--- src/rtl/spi_burst_pkg.sv ---
package spi_burst_pkg;

  typedef enum logic [1:0] {PH_IDLE, PH_LEAD, PH_SHIFT, PH_TRAIL} phase_e;

  localparam int unsigned BYTE_W         = 8;
  localparam int unsigned EDGES_PER_BYTE = 2 * BYTE_W;
  localparam int unsigned EDGE_W         = $clog2(EDGES_PER_BYTE);
  localparam logic [EDGE_W-1:0] LAST_EDGE = EDGE_W'(EDGES_PER_BYTE - 1);

  // Leading edges carry an even number within a byte.
  function automatic logic f_is_sample(input logic cpha, input logic [EDGE_W-1:0] edge_no);
    return edge_no[0] == cpha;
  endfunction

  // The first bit is preloaded and the last edge reloads, so neither shifts.
  function automatic logic f_is_shift(input logic cpha, input logic [EDGE_W-1:0] edge_no);
    return !f_is_sample(cpha, edge_no) && edge_no != '0 && edge_no != LAST_EDGE;
  endfunction

  function automatic logic [BYTE_W-1:0] f_next_tx(input logic owed, input logic empty,
                                                  input logic [BYTE_W-1:0] head);
    return (owed && !empty) ? head : '0;
  endfunction

endpackage

--- src/rtl/spi_byte_fifo.sv ---
module spi_byte_fifo #(
  parameter int unsigned DEPTH = 64,
  parameter int unsigned W     = 8,
  localparam int unsigned AW   = $clog2(DEPTH),
  localparam int unsigned LW   = $clog2(DEPTH + 1)
) (
  input  logic          clk,
  input  logic          rst_n,
  input  logic          flush,
  input  logic          push,
  input  logic [W-1:0]  wdata,
  input  logic          pop,
  output logic [W-1:0]  rdata,
  output logic [LW-1:0] level,
  output logic          full,
  output logic          empty
);

  logic [W-1:0]  mem [DEPTH];
  logic [AW-1:0] wp, rp;
  logic          do_push, do_pop;

  assign full    = level == LW'(DEPTH);
  assign empty   = level == '0;
  assign do_push = push && !full;
  assign do_pop  = pop && !empty;
  assign rdata   = mem[rp];

  always_ff @(posedge clk) begin
    if (do_push) mem[wp] <= wdata;
  end

  always_ff @(posedge clk or negedge rst_n) begin
    if (!rst_n) begin
      wp    <= '0;
      rp    <= '0;
      level <= '0;
    end else if (flush) begin
      wp    <= '0;
      rp    <= '0;
      level <= '0;
    end else begin
      if (do_push) wp <= (wp == AW'(DEPTH - 1)) ? '0 : wp + 1'b1;
      if (do_pop)  rp <= (rp == AW'(DEPTH - 1)) ? '0 : rp + 1'b1;
      case ({do_push, do_pop})
        2'b10:   level <= level + 1'b1;
        2'b01:   level <= level - 1'b1;
        default: level <= level;
      endcase
    end
  end

endmodule

--- src/rtl/spi_shift_engine.sv ---
module spi_shift_engine
  import spi_burst_pkg::*;
#(
  parameter int unsigned CNT_W = 16,
  parameter int unsigned SEL_W = 2
) (
  input  logic              clk,
  input  logic              rst_n,
  input  logic              tick,
  input  logic              xch,
  input  logic              enable,
  input  logic              cpol,
  input  logic              cpha,
  input  logic [SEL_W-1:0]  sel,
  input  logic [CNT_W-1:0]  burst_len,
  input  logic [CNT_W-1:0]  tx_len,
  input  logic [BYTE_W-1:0] tx_head,
  input  logic              tx_empty,
  output logic              tx_pop,
  output logic              rx_push,
  output logic [BYTE_W-1:0] rx_byte,
  input  logic              miso,
  output logic              sclk,
  output logic              mosi,
  output logic              busy,
  output logic [SEL_W-1:0]  cs_sel,
  output logic              done,
  output logic              underrun,
  output logic              start_ok,
  output logic              byte_end
);

  phase_e             phase;
  logic [EDGE_W-1:0]  edge_no;
  logic [CNT_W-1:0]   left, owed, owed_base;
  logic [BYTE_W-1:0]  tx_sr, rx_sr;
  logic               cpha_q, sclk_q, done_q, under_q;
  logic [SEL_W-1:0]   sel_q;
  logic               load_now, owe_now, sample_now, shift_now, last_byte, tick_shift;

  assign start_ok   = (phase == PH_IDLE) && xch && enable && (burst_len != '0);
  assign tick_shift = (phase == PH_SHIFT) && tick;
  assign byte_end   = tick_shift && (edge_no == LAST_EDGE);
  assign last_byte  = left == CNT_W'(1);
  assign load_now   = start_ok || (byte_end && !last_byte);
  assign owed_base  = start_ok ? tx_len : owed;
  assign owe_now    = owed_base != '0;
  assign tx_pop     = load_now && owe_now && !tx_empty;
  assign sample_now = tick_shift && f_is_sample(cpha_q, edge_no);
  assign shift_now  = tick_shift && f_is_shift(cpha_q, edge_no);
  assign rx_push    = byte_end;
  assign rx_byte    = cpha_q ? {rx_sr[BYTE_W-2:0], miso} : rx_sr;

  always_ff @(posedge clk or negedge rst_n) begin
    if (!rst_n) begin
      phase   <= PH_IDLE;
      edge_no <= '0;
      left    <= '0;
      owed    <= '0;
      tx_sr   <= '0;
      rx_sr   <= '0;
      cpha_q  <= 1'b0;
      sclk_q  <= 1'b0;
      sel_q   <= '0;
      done_q  <= 1'b0;
      under_q <= 1'b0;
    end else begin
      done_q  <= 1'b0;
      under_q <= load_now && owe_now && tx_empty;
      if (load_now) begin
        tx_sr <= f_next_tx(owe_now, tx_empty, tx_head);
        owed  <= owe_now ? owed_base - 1'b1 : owed_base;
      end else if (shift_now) begin
        tx_sr <= {tx_sr[BYTE_W-2:0], 1'b0};
      end
      if (sample_now) rx_sr <= {rx_sr[BYTE_W-2:0], miso};
      case (phase)
        PH_IDLE: begin
          sclk_q <= cpol;
          if (start_ok) begin
            phase  <= PH_LEAD;
            left   <= burst_len;
            cpha_q <= cpha;
            sel_q  <= sel;
          end
        end
        PH_LEAD: if (tick) begin
          phase   <= PH_SHIFT;
          edge_no <= '0;
        end
        PH_SHIFT: if (tick) begin
          sclk_q  <= ~sclk_q;
          edge_no <= edge_no + 1'b1;
          if (edge_no == LAST_EDGE) begin
            left <= left - 1'b1;
            if (last_byte) phase <= PH_TRAIL;
          end
        end
        PH_TRAIL: if (tick) begin
          phase  <= PH_IDLE;
          done_q <= 1'b1;
        end
        default: phase <= PH_IDLE;
      endcase
    end
  end

  assign sclk     = sclk_q;
  assign mosi     = tx_sr[BYTE_W-1];
  assign busy     = phase != PH_IDLE;
  assign cs_sel   = sel_q;
  assign done     = done_q;
  assign underrun = under_q;

endmodule

--- src/rtl/spi_burst_master.sv ---
module spi_burst_master #(
  parameter int unsigned FIFO_DEPTH = 64,
  parameter int unsigned NUM_SS     = 4,
  parameter int unsigned CNT_W      = 16,
  localparam int unsigned SEL_W     = (NUM_SS > 1) ? $clog2(NUM_SS) : 1,
  localparam int unsigned LVL_W     = $clog2(FIFO_DEPTH + 1)
) (
  input  logic              clk,
  input  logic              rst_n,
  input  logic              sclk_tick,
  input  logic              cfg_enable,
  input  logic              cfg_cpol,
  input  logic              cfg_cpha,
  input  logic              cfg_ss_high,
  input  logic [SEL_W-1:0]  cfg_ss_sel,
  input  logic              tx_flush,
  input  logic              rx_flush,
  input  logic              xch_req,
  input  logic [CNT_W-1:0]  burst_len,
  input  logic [CNT_W-1:0]  tx_len,
  input  logic              tx_push,
  input  logic [7:0]        tx_wdata,
  input  logic              rx_pop,
  output logic [7:0]        rx_rdata,
  output logic [LVL_W-1:0]  tx_level,
  output logic [LVL_W-1:0]  rx_level,
  input  logic              spi_miso,
  output logic              spi_sclk,
  output logic              spi_mosi,
  output logic [NUM_SS-1:0] spi_ss,
  output logic              xch_busy,
  output logic              xfer_done,
  output logic              tx_underrun,
  output logic              rx_overflow
);

  logic [7:0]       tx_head, rx_byte;
  logic             tx_empty, tx_full, rx_empty, rx_full;
  logic             tx_pop, rx_push;
  logic             eng_start, eng_byte_end;
  logic [SEL_W-1:0] cs_sel;
  logic             ovf_event, ovf_q;

  spi_byte_fifo #(.DEPTH(FIFO_DEPTH), .W(8)) u_tx_fifo (
    .clk, .rst_n, .flush(tx_flush), .push(tx_push), .wdata(tx_wdata),
    .pop(tx_pop), .rdata(tx_head), .level(tx_level), .full(tx_full), .empty(tx_empty)
  );

  spi_byte_fifo #(.DEPTH(FIFO_DEPTH), .W(8)) u_rx_fifo (
    .clk, .rst_n, .flush(rx_flush), .push(rx_push), .wdata(rx_byte),
    .pop(rx_pop), .rdata(rx_rdata), .level(rx_level), .full(rx_full), .empty(rx_empty)
  );

  spi_shift_engine #(.CNT_W(CNT_W), .SEL_W(SEL_W)) u_engine (
    .clk, .rst_n, .tick(sclk_tick), .xch(xch_req), .enable(cfg_enable),
    .cpol(cfg_cpol), .cpha(cfg_cpha), .sel(cfg_ss_sel),
    .burst_len, .tx_len, .tx_head, .tx_empty, .tx_pop, .rx_push, .rx_byte,
    .miso(spi_miso), .sclk(spi_sclk), .mosi(spi_mosi), .busy(xch_busy),
    .cs_sel, .done(xfer_done), .underrun(tx_underrun),
    .start_ok(eng_start), .byte_end(eng_byte_end)
  );

  assign ovf_event = rx_push && rx_full;

  always_ff @(posedge clk or negedge rst_n) begin
    if (!rst_n) ovf_q <= 1'b0;
    else        ovf_q <= ovf_event;
  end
  assign rx_overflow = ovf_q;

  for (genvar i = 0; i < NUM_SS; i++) begin : g_ss
    assign spi_ss[i] = (xch_busy && cs_sel == SEL_W'(i)) ? cfg_ss_high : ~cfg_ss_high;
  end

endmodule

--- config.mk ---
export PLATFORM = sky130hd
export DESIGN_NAME = spi_burst_master
export DESIGN_NICKNAME = d
export VERILOG_FILES = /design/src/rtl/spi_burst_pkg.sv /design/src/rtl/spi_byte_fifo.sv /design/src/rtl/spi_shift_engine.sv /design/src/rtl/spi_burst_master.sv
export SDC_FILE = /design/constraint.sdc
export NUM_CORES = 1
export LEC_CHECK = 0
export CELL_PAD_IN_SITES_DETAIL_PLACEMENT = 2
export CELL_PAD_IN_SITES_GLOBAL_PLACEMENT = 2
export CORE_MARGIN = 2
export CORE_UTILIZATION = 30
export CTS_BUF_LIST = sky130_fd_sc_hd__clkbuf_2 sky130_fd_sc_hd__clkbuf_4 sky130_fd_sc_hd__clkbuf_8
export DETAILED_ROUTE_END_ITERATION = 10
export GPL_TIMING_DRIVEN = 0
export PLACE_DENSITY = 0.58
export SYNTH_ARGS = -nofsm -noshare
export SYNTH_HDL_FRONTEND = slang
export SYNTH_SLANG_ARGS = --single-unit
--- constraint.sdc ---
create_clock -name clk -period 3.45 [get_ports clk]
set_input_delay 0.8625 -clock clk [delete_from_list [all_inputs] [get_ports clk]]
set_output_delay 0.8625 -clock clk [all_outputs]
set_load 0.03 [all_outputs]
Word-level counts from Yosys, hierarchy flattened
Memory sizes are Yosys's and may differ from the RTL's.
Cells that the tools add are included.
Widths: inputs -> output; s select.

storage, ports and cells
  register bits = 99
  RAM bits = 1,024
  output and inout port bits = 32
  memories = 2

memory list
  name           depth  bits a word  rd ports  clocked after memory_dff  write ports  line                 source
  u_rx_fifo.mem  64     8            1         0                         1            spi_byte_fifo.sv:19  logic [W-1:0] mem [DEPTH];
  u_tx_fifo.mem  64     8            1         0                         1            spi_byte_fifo.sv:19

operators by class
  $add $sub $neg = 11
  eq/ne operators = 26
  multiplexer cells = 48
  bitwise operators = 2
  reduce and logical (&&, ||, !) cells = 52

operators by type and width
  operator               count
  $mux 16                5
  $mux 6                 12
  $mux 8                 4
  $pmux 16 s2            1
  $reduce_bool 16->1     2
  $sub 16x1->16 const B  2
  $pmux 7 s2             2
  $add 6x1->6 const B    4
  $eq 6x6->1 const B     4
  $logic_and 1x1->1      23
  $eq 16x1->1 const B    1
  $reduce_bool 2->1      8
  $add 7x1->7 const B    2
  $eq 7x7->1 const B     2
  $logic_not 7->1        2
  $mux 7                 2
  $sub 7x1->7 const B    2
  $eq 2x2->1 const B     6
  $mux 2                 6
  $mux 1                 11
  $eq 2x1->1 const B     4
  $mux 4                 2
  $ne 2x2->1 const B     4
  $pmux 2 s4             1
  17 further kinds       27

Depth between registers and ports, before layout
  depth in word-level cells = 12
  gate-level depth with buffers = 19
  depth with buffers taken out = 18

By module
A second synthesis with hierarchy kept.

unflattened totals
  cell total of the unflattened synthesis = 2,503
  area total of the unflattened synthesis = 46,051.7 µm²

by module, submodules not included
  module            instances  cells each  area each (µm²)  seq. area each (µm²)
  spi_byte_fifo     2          1,026       20,970.1         15,850.2
  spi_shift_engine  1          441         4,012.6          1,501.4
  spi_burst_master  1          10          98.8             25.0

Worst setup path before layout
OpenSTA, ideal clock, no wires.

  path kind = input to register
  start = input port burst_len[10]
  end = register u_tx_fifo.level[6]
  data arrival time = 4.173 ns
  setup slack = -0.855 ns
  stages = 17
  buffers on the path = 1
  cells stage by stage = nor4_1 > nand4_1 > nand4_1 > clkbuf_1 > mux2i_1 > ha_1 > nor2b_1 > nand3_1 > or2_1 > o211a_1 > nand2_1 > inv_1 > ha_1 > a21boi_0 > o32ai_2 > xnor2_1 > nor2_1

on the way
  word-level cells in the longest chain between the ends = 10
  elaborated cells between the ends (all ways) = 13

ends and longest elaborated chain
  item                                      line                    source
  start, declared                           spi_burst_master.sv:19  input logic [CNT_W-1:0] burst_len,
  $reduce_bool 16->1 *                      spi_shift_engine.sv:41  assign start_ok = (phase == PH_IDLE) && xch && enable && (burst_len != '0);
  $logic_and 1x1->1 *                       spi_shift_engine.sv:41
  $mux 16                                   spi_shift_engine.sv:46  assign owed_base = start_ok ? tx_len : owed;
  $reduce_bool 16->1                        spi_shift_engine.sv:47  assign owe_now = owed_base != '0;
  $logic_and 1x1->1 * (2 in a row)          spi_shift_engine.sv:48  assign tx_pop = load_now && owe_now && !tx_empty;
  $logic_and 1x1->1 *                       spi_byte_fifo.sv:26     assign do_pop = pop && !empty;
  $eq 2x1->1 or $eq 2x2->1 (tied branches)  spi_byte_fifo.sv:45     case ({do_push, do_pop})
  $pmux 7 s2                                spi_byte_fifo.sv:45
  $mux 7                                    spi_byte_fifo.sv:38     end else if (flush) begin
  end signal, assigned                      spi_byte_fifo.sv:46     2'b10: level <= level + 1'b1;
  end signal, assigned                      spi_byte_fifo.sv:47     2'b01: level <= level - 1'b1;
  end signal, assigned                      spi_byte_fifo.sv:48     default: level <= level;
  end, declared                             spi_byte_fifo.sv:14     output logic [LW-1:0] level,

Mark *: on every way between the ends. The rest lies on a longest branch, timed or not.
A chain may end at the register's enable or synchronous reset.

Final worst setup path
  start = register u_rx_fifo.rp[0]
  end = output port rx_rdata[3]

on the way
  word-level cells in the longest chain between the ends = 1

ends and longest elaborated chain
  item                    line                    source
  start, declared         spi_byte_fifo.sv:20     logic [AW-1:0] wp, rp;
  start signal, assigned  spi_byte_fifo.sv:44     if (do_pop) rp <= (rp == AW'(DEPTH - 1)) ? '0 : rp + 1'b1;
  $mem_v2 64x8            --
  end, declared           spi_burst_master.sv:24  output logic [7:0] rx_rdata,

No other way between the ends.

==> run summary <==
The routed layout has 23900 vias. The clock arrives with 0.0242 ns of skew. The number of slew-limit violations in the final report came out at 0. The number of warnings printed during yosys synthesis came out at 0.

The count of placed standard cells including taps is 4435. Leakage component of the power: 0.0167 uW. Buffers placed on the I/O ports in this run total 84.

For this design the ratio of total power to cell area is 638 nW/um^2. In this run the worst hold path is classified as in2reg. Post-synthesis register bit count: 1123. Summed over all instances, the cell type with the most area after synthesis is sky130_fd_sc_hd__edfxtp_1. After legalization and detailed placement, the total HPWL measured 83.9 mm. The type of destination of the critical path was an output port. The tools report the initial antenna violation count as 3.

The final total power is 34300 uW, and the combinational group share of total power is 18.7%. In the routed design, unresolved DRC markers number 0. The run gives -1.09 ns as the post-layout worst setup margin.

For the number of levels the H-tree was split into, the log shows 4. The number of flops mapped to enable cells by yosys came out at 1024. The final period demand of the worst path came out at 4.54 ns.

The total routing usage reported by global routing is 16.5%, and the proportion of synthesized chip area in sequential cells is 73.1%. For this run, asynchronously set or reset flops after synthesis account for 8.82%. The logs give 0.90 ns for the insertion delay to the later sink of the worst-skew pair and 2403 for the number of nets produced by synthesis. Sorting the synthesized cells by area gives the leading types as sky130_fd_sc_hd__edfxtp_1 68%, sky130_fd_sc_hd__mux4_2 16%, sky130_fd_sc_hd__dfrtp_1 5.4%. The run gives 0 as the total count of hold-check failures in the final report. The core region is 150000 sq um. Of the available clock period, the critical path in the final layout requires 131%. At the worst endpoint, the required time is 2.59 ns.

After synthesis the cells add up to 45500 sq um. Final weighted congestion of routability-driven global placement: 0.799. The checks that failed: setup timing. The first global-routing pass estimated 188 mm of wire. The setup violation total in the final timing report is 8, and the layout net count is 2726.

The critical path startpoint category was a flip-flop. For the worst setup path, the data arrival time is 3.67 ns. The floorplan has 142 rows. The number of search-and-repair iterations in the first detailed-routing pass is 7, and the share of total power in sequential cells is 47.6%.

The logs give 0 for the overall overflow remaining after global route and 0 for the max-capacitance violation count. The routed wire length came out at 129 mm. The logs give 33.8% for the relative contribution of the clock network to total power and 4811 for the number of standard cells in the final layout excluding fillers. Based on the critical path, the design can be clocked at up to 220 MHz. After clock tree synthesis, the clock-pin slew on the worst setup and hold paths is 0.06 ns. The fraction of final layout cells with drive strength greater than 1 is 32.1%. The boundary pin count was 87. The worst-path maximum fanout works out to 7. The start-to-end type of the worst setup path is reg2out. Relative to the synthesized area, the layout overhead comes to 18.5%. Leading register cell type out of synthesis: sky130_fd_sc_hd__edfxtp_1. The design internal power is 24700 uW, and the mean instance size in the synthesized netlist is 19.5 sq um. TritonCTS built the clock tree. The tools report the worst vdd rail ir drop as 0.356 mV. In this run the power spent charging and discharging nets is 9640 uW. The run finished, with violations left. Dividing the detail-routed via count by the number of cells gives 4.97.

Setup repair after global routing could not meet its margin everywhere. The floorplan step set the die width to 393 um. The final routed wire length divided by cell count came out at 26.7 um. For the via count of the first global-routing pass, the log shows 26400.

The switching power share of the total was 28.1%; the number of unique standard cell types used by synthesis was 69. For this configuration, the core starts out at a cell density of 30.3%. At the end of the flow the core is filled with cells to 35.9%. The first routing iteration left 1744 violations. The run gives 65 as the pin count of the biggest net entering global routing. TritonCTS buffer count: 185. The die height came out at 393 um. The die covers 155000 sq um.

The area share of the largest cell type after synthesis was 67.6%. At the pin with the least slew margin, the transition time is 1.38 ns. For the maximum buffer depth of the clock tree, the log shows 3. The tightest slew margin relative to the limit was 8.07%.

Synthesis produced a netlist whose cell count is 2326. The count of nets left with antenna violations once routing finished came out at 0. The cell sitting at the root of the clock tree is a sky130_fd_sc_hd__clkbuf_8. The tools report the number of clock sinks seen by CTS as 1123.
-- cell type report --
cell class / count / area (sq um)
plain buffers: 120 / 764
multi-input cells: 1063 / 12200
clock inverters: 85 / 556
fillers: 14600 / 96300
repair buffers: 140 / 1480
flip-flops and latches: 1123 / 33200
diodes: 1 / 2.50
inverters: 16 / 60.1
well taps: 2016 / 2520
clock buffers: 247 / 3040
-- synth_stat cells (22+ instances only) --
master and instances:
sky130_fd_sc_hd__nand2_1 77, sky130_fd_sc_hd__nor2_1 204, sky130_fd_sc_hd__edfxtp_1 1024, sky130_fd_sc_hd__buf_1 29
sky130_fd_sc_hd__o21ai_0 39, sky130_fd_sc_hd__nand3_1 39, sky130_fd_sc_hd__o22ai_1 22, sky130_fd_sc_hd__xor2_1 29
sky130_fd_sc_hd__a21oi_1 66, sky130_fd_sc_hd__xnor2_1 22, sky130_fd_sc_hd__nor3_1 26, sky130_fd_sc_hd__buf_2 27
sky130_fd_sc_hd__dfrtp_1 99, sky130_fd_sc_hd__clkbuf_1 68, sky130_fd_sc_hd__mux4_2 328
-- registers in the layout (all words and copies together) (netlist names), 4 cells and up --
name              flops
u_rx_fifo.mem       512
u_tx_fifo.mem       512
u_engine.left        16
u_engine.owed        16
u_engine.rx_sr        8
u_engine.tx_sr        8
u_rx_fifo.level       7
u_tx_fifo.level       7
u_rx_fifo.rp          6
u_rx_fifo.wp          6
u_tx_fifo.rp          6
u_tx_fifo.wp          6
u_engine.edge_no      4
-- worst max-delay path, stage by stage (launching register included) --
cell,delay [ns]
sky130_fd_sc_hd__dfrtp_1,0.37
sky130_fd_sc_hd__buf_8,0.14
sky130_fd_sc_hd__buf_6,0.13
sky130_fd_sc_hd__buf_16,0.15
sky130_fd_sc_hd__buf_12,0.14
sky130_fd_sc_hd__mux4_2,0.56
sky130_fd_sc_hd__mux4_2,0.56
sky130_fd_sc_hd__mux4_2,0.55
sky130_fd_sc_hd__buf_6,0.17
-- cells in the final DEF, fill, tap and decap left out, drive strengths merged, types with 5 or more instances in the layout --
cell type,count
inv,22
clkinvlp,8
buf,124
xnor2,22
ha,21
clkinv,66
bufinv,5
nand2b,7
nand4,16
clkbuf,321
and3,10
dfrtp,99
a22oi,16
dlygate4sd2,6
nand3,40
or3,10
mux2,17
a21o,6
o21ai,41
nand3b,10
edfxtp,1024
nor3,27
a21oi,67
mux2i,8
o31ai,6
mux4,328
nor3b,6
xor2,29
o22ai,22
nor2,204
nor4,14
nand2,77
or4,5
clkdlybuf4s50,47
-- metal layers --
metal | up-vias | share of wire, % | GRT usage [%]
met1 | 13000 | 43 | 21.4
met4 | 0 | 2.1 | 4.92
met2 | 491 | 52 | 28.6
met5 | - | 0 | 0
met3 | 177 | 3.3 | 2.55
li1 | 10200 | - | -
-- power by group through the flow --
stage	Combinational [uW]	Sequential, uW	Clock (uW)
after floorplan	3560	16600	0
after CTS	6440	16400	12000
final	6410	16300	11600
after detailed placement	5950	16600	0
after global placement	5690	16600	0
after global routing	6910	16400	12400
-- worst paths after layout --
check	slack, ns	cells past startpoint	endpoint	startpoint
setup / recovery	-1.09	8	rx_rdata[3]	u_rx_fifo.rp[0]
hold / removal	0.27	3	u_engine.left[0]	burst_len[0]
setup reg to reg	0.13	18	u_tx_fifo.level[4]	u_engine.phase[1]
hold reg to reg	0.52	1	u_engine.rx_sr[7]	u_engine.rx_sr[7]
max in group asynchronous	2.20	3	u_tx_fifo.level[4]	rst_n
min in group asynchronous	0.48	2	rx_overflow	rst_n
-- kinds of logic after synthesis --
kind of cell	synth area share (%)
mux	16.8
fa+ha+maj	0.622
buf+inv	1.23
xor+xnor	0.982
compound gates	2.59
simple gates	4.65
flops	73.1
-- stage by stage --
step	cell area [sq um]	setup WS, ns	hold WS, ns	setup TNS [ns]
detailed placement	49100	-1.91	0.498	-454.53
CTS	53500	-1.23	0.263	-13.00
floorplan	45600	-0.539	0.459	-2.03
global route	53900	-1.18	0.256	-9.81
global placement	49000	-2.69	0.487	-747.76
finish	53900	-1.09	0.274	-8.48
-- what timing repair did --
item | CTS | global route
hold endpoints to repair | 35 | 0
hold buffers | 1 | 0
cloned | 5 | 2
setup endpoints to repair | 417 | 490
buffers inserted | 24 | 15
pin swaps | 9 | 13
resized for setup | 238 | 79
Note: power is estimated with default switching activity, not from simulation.
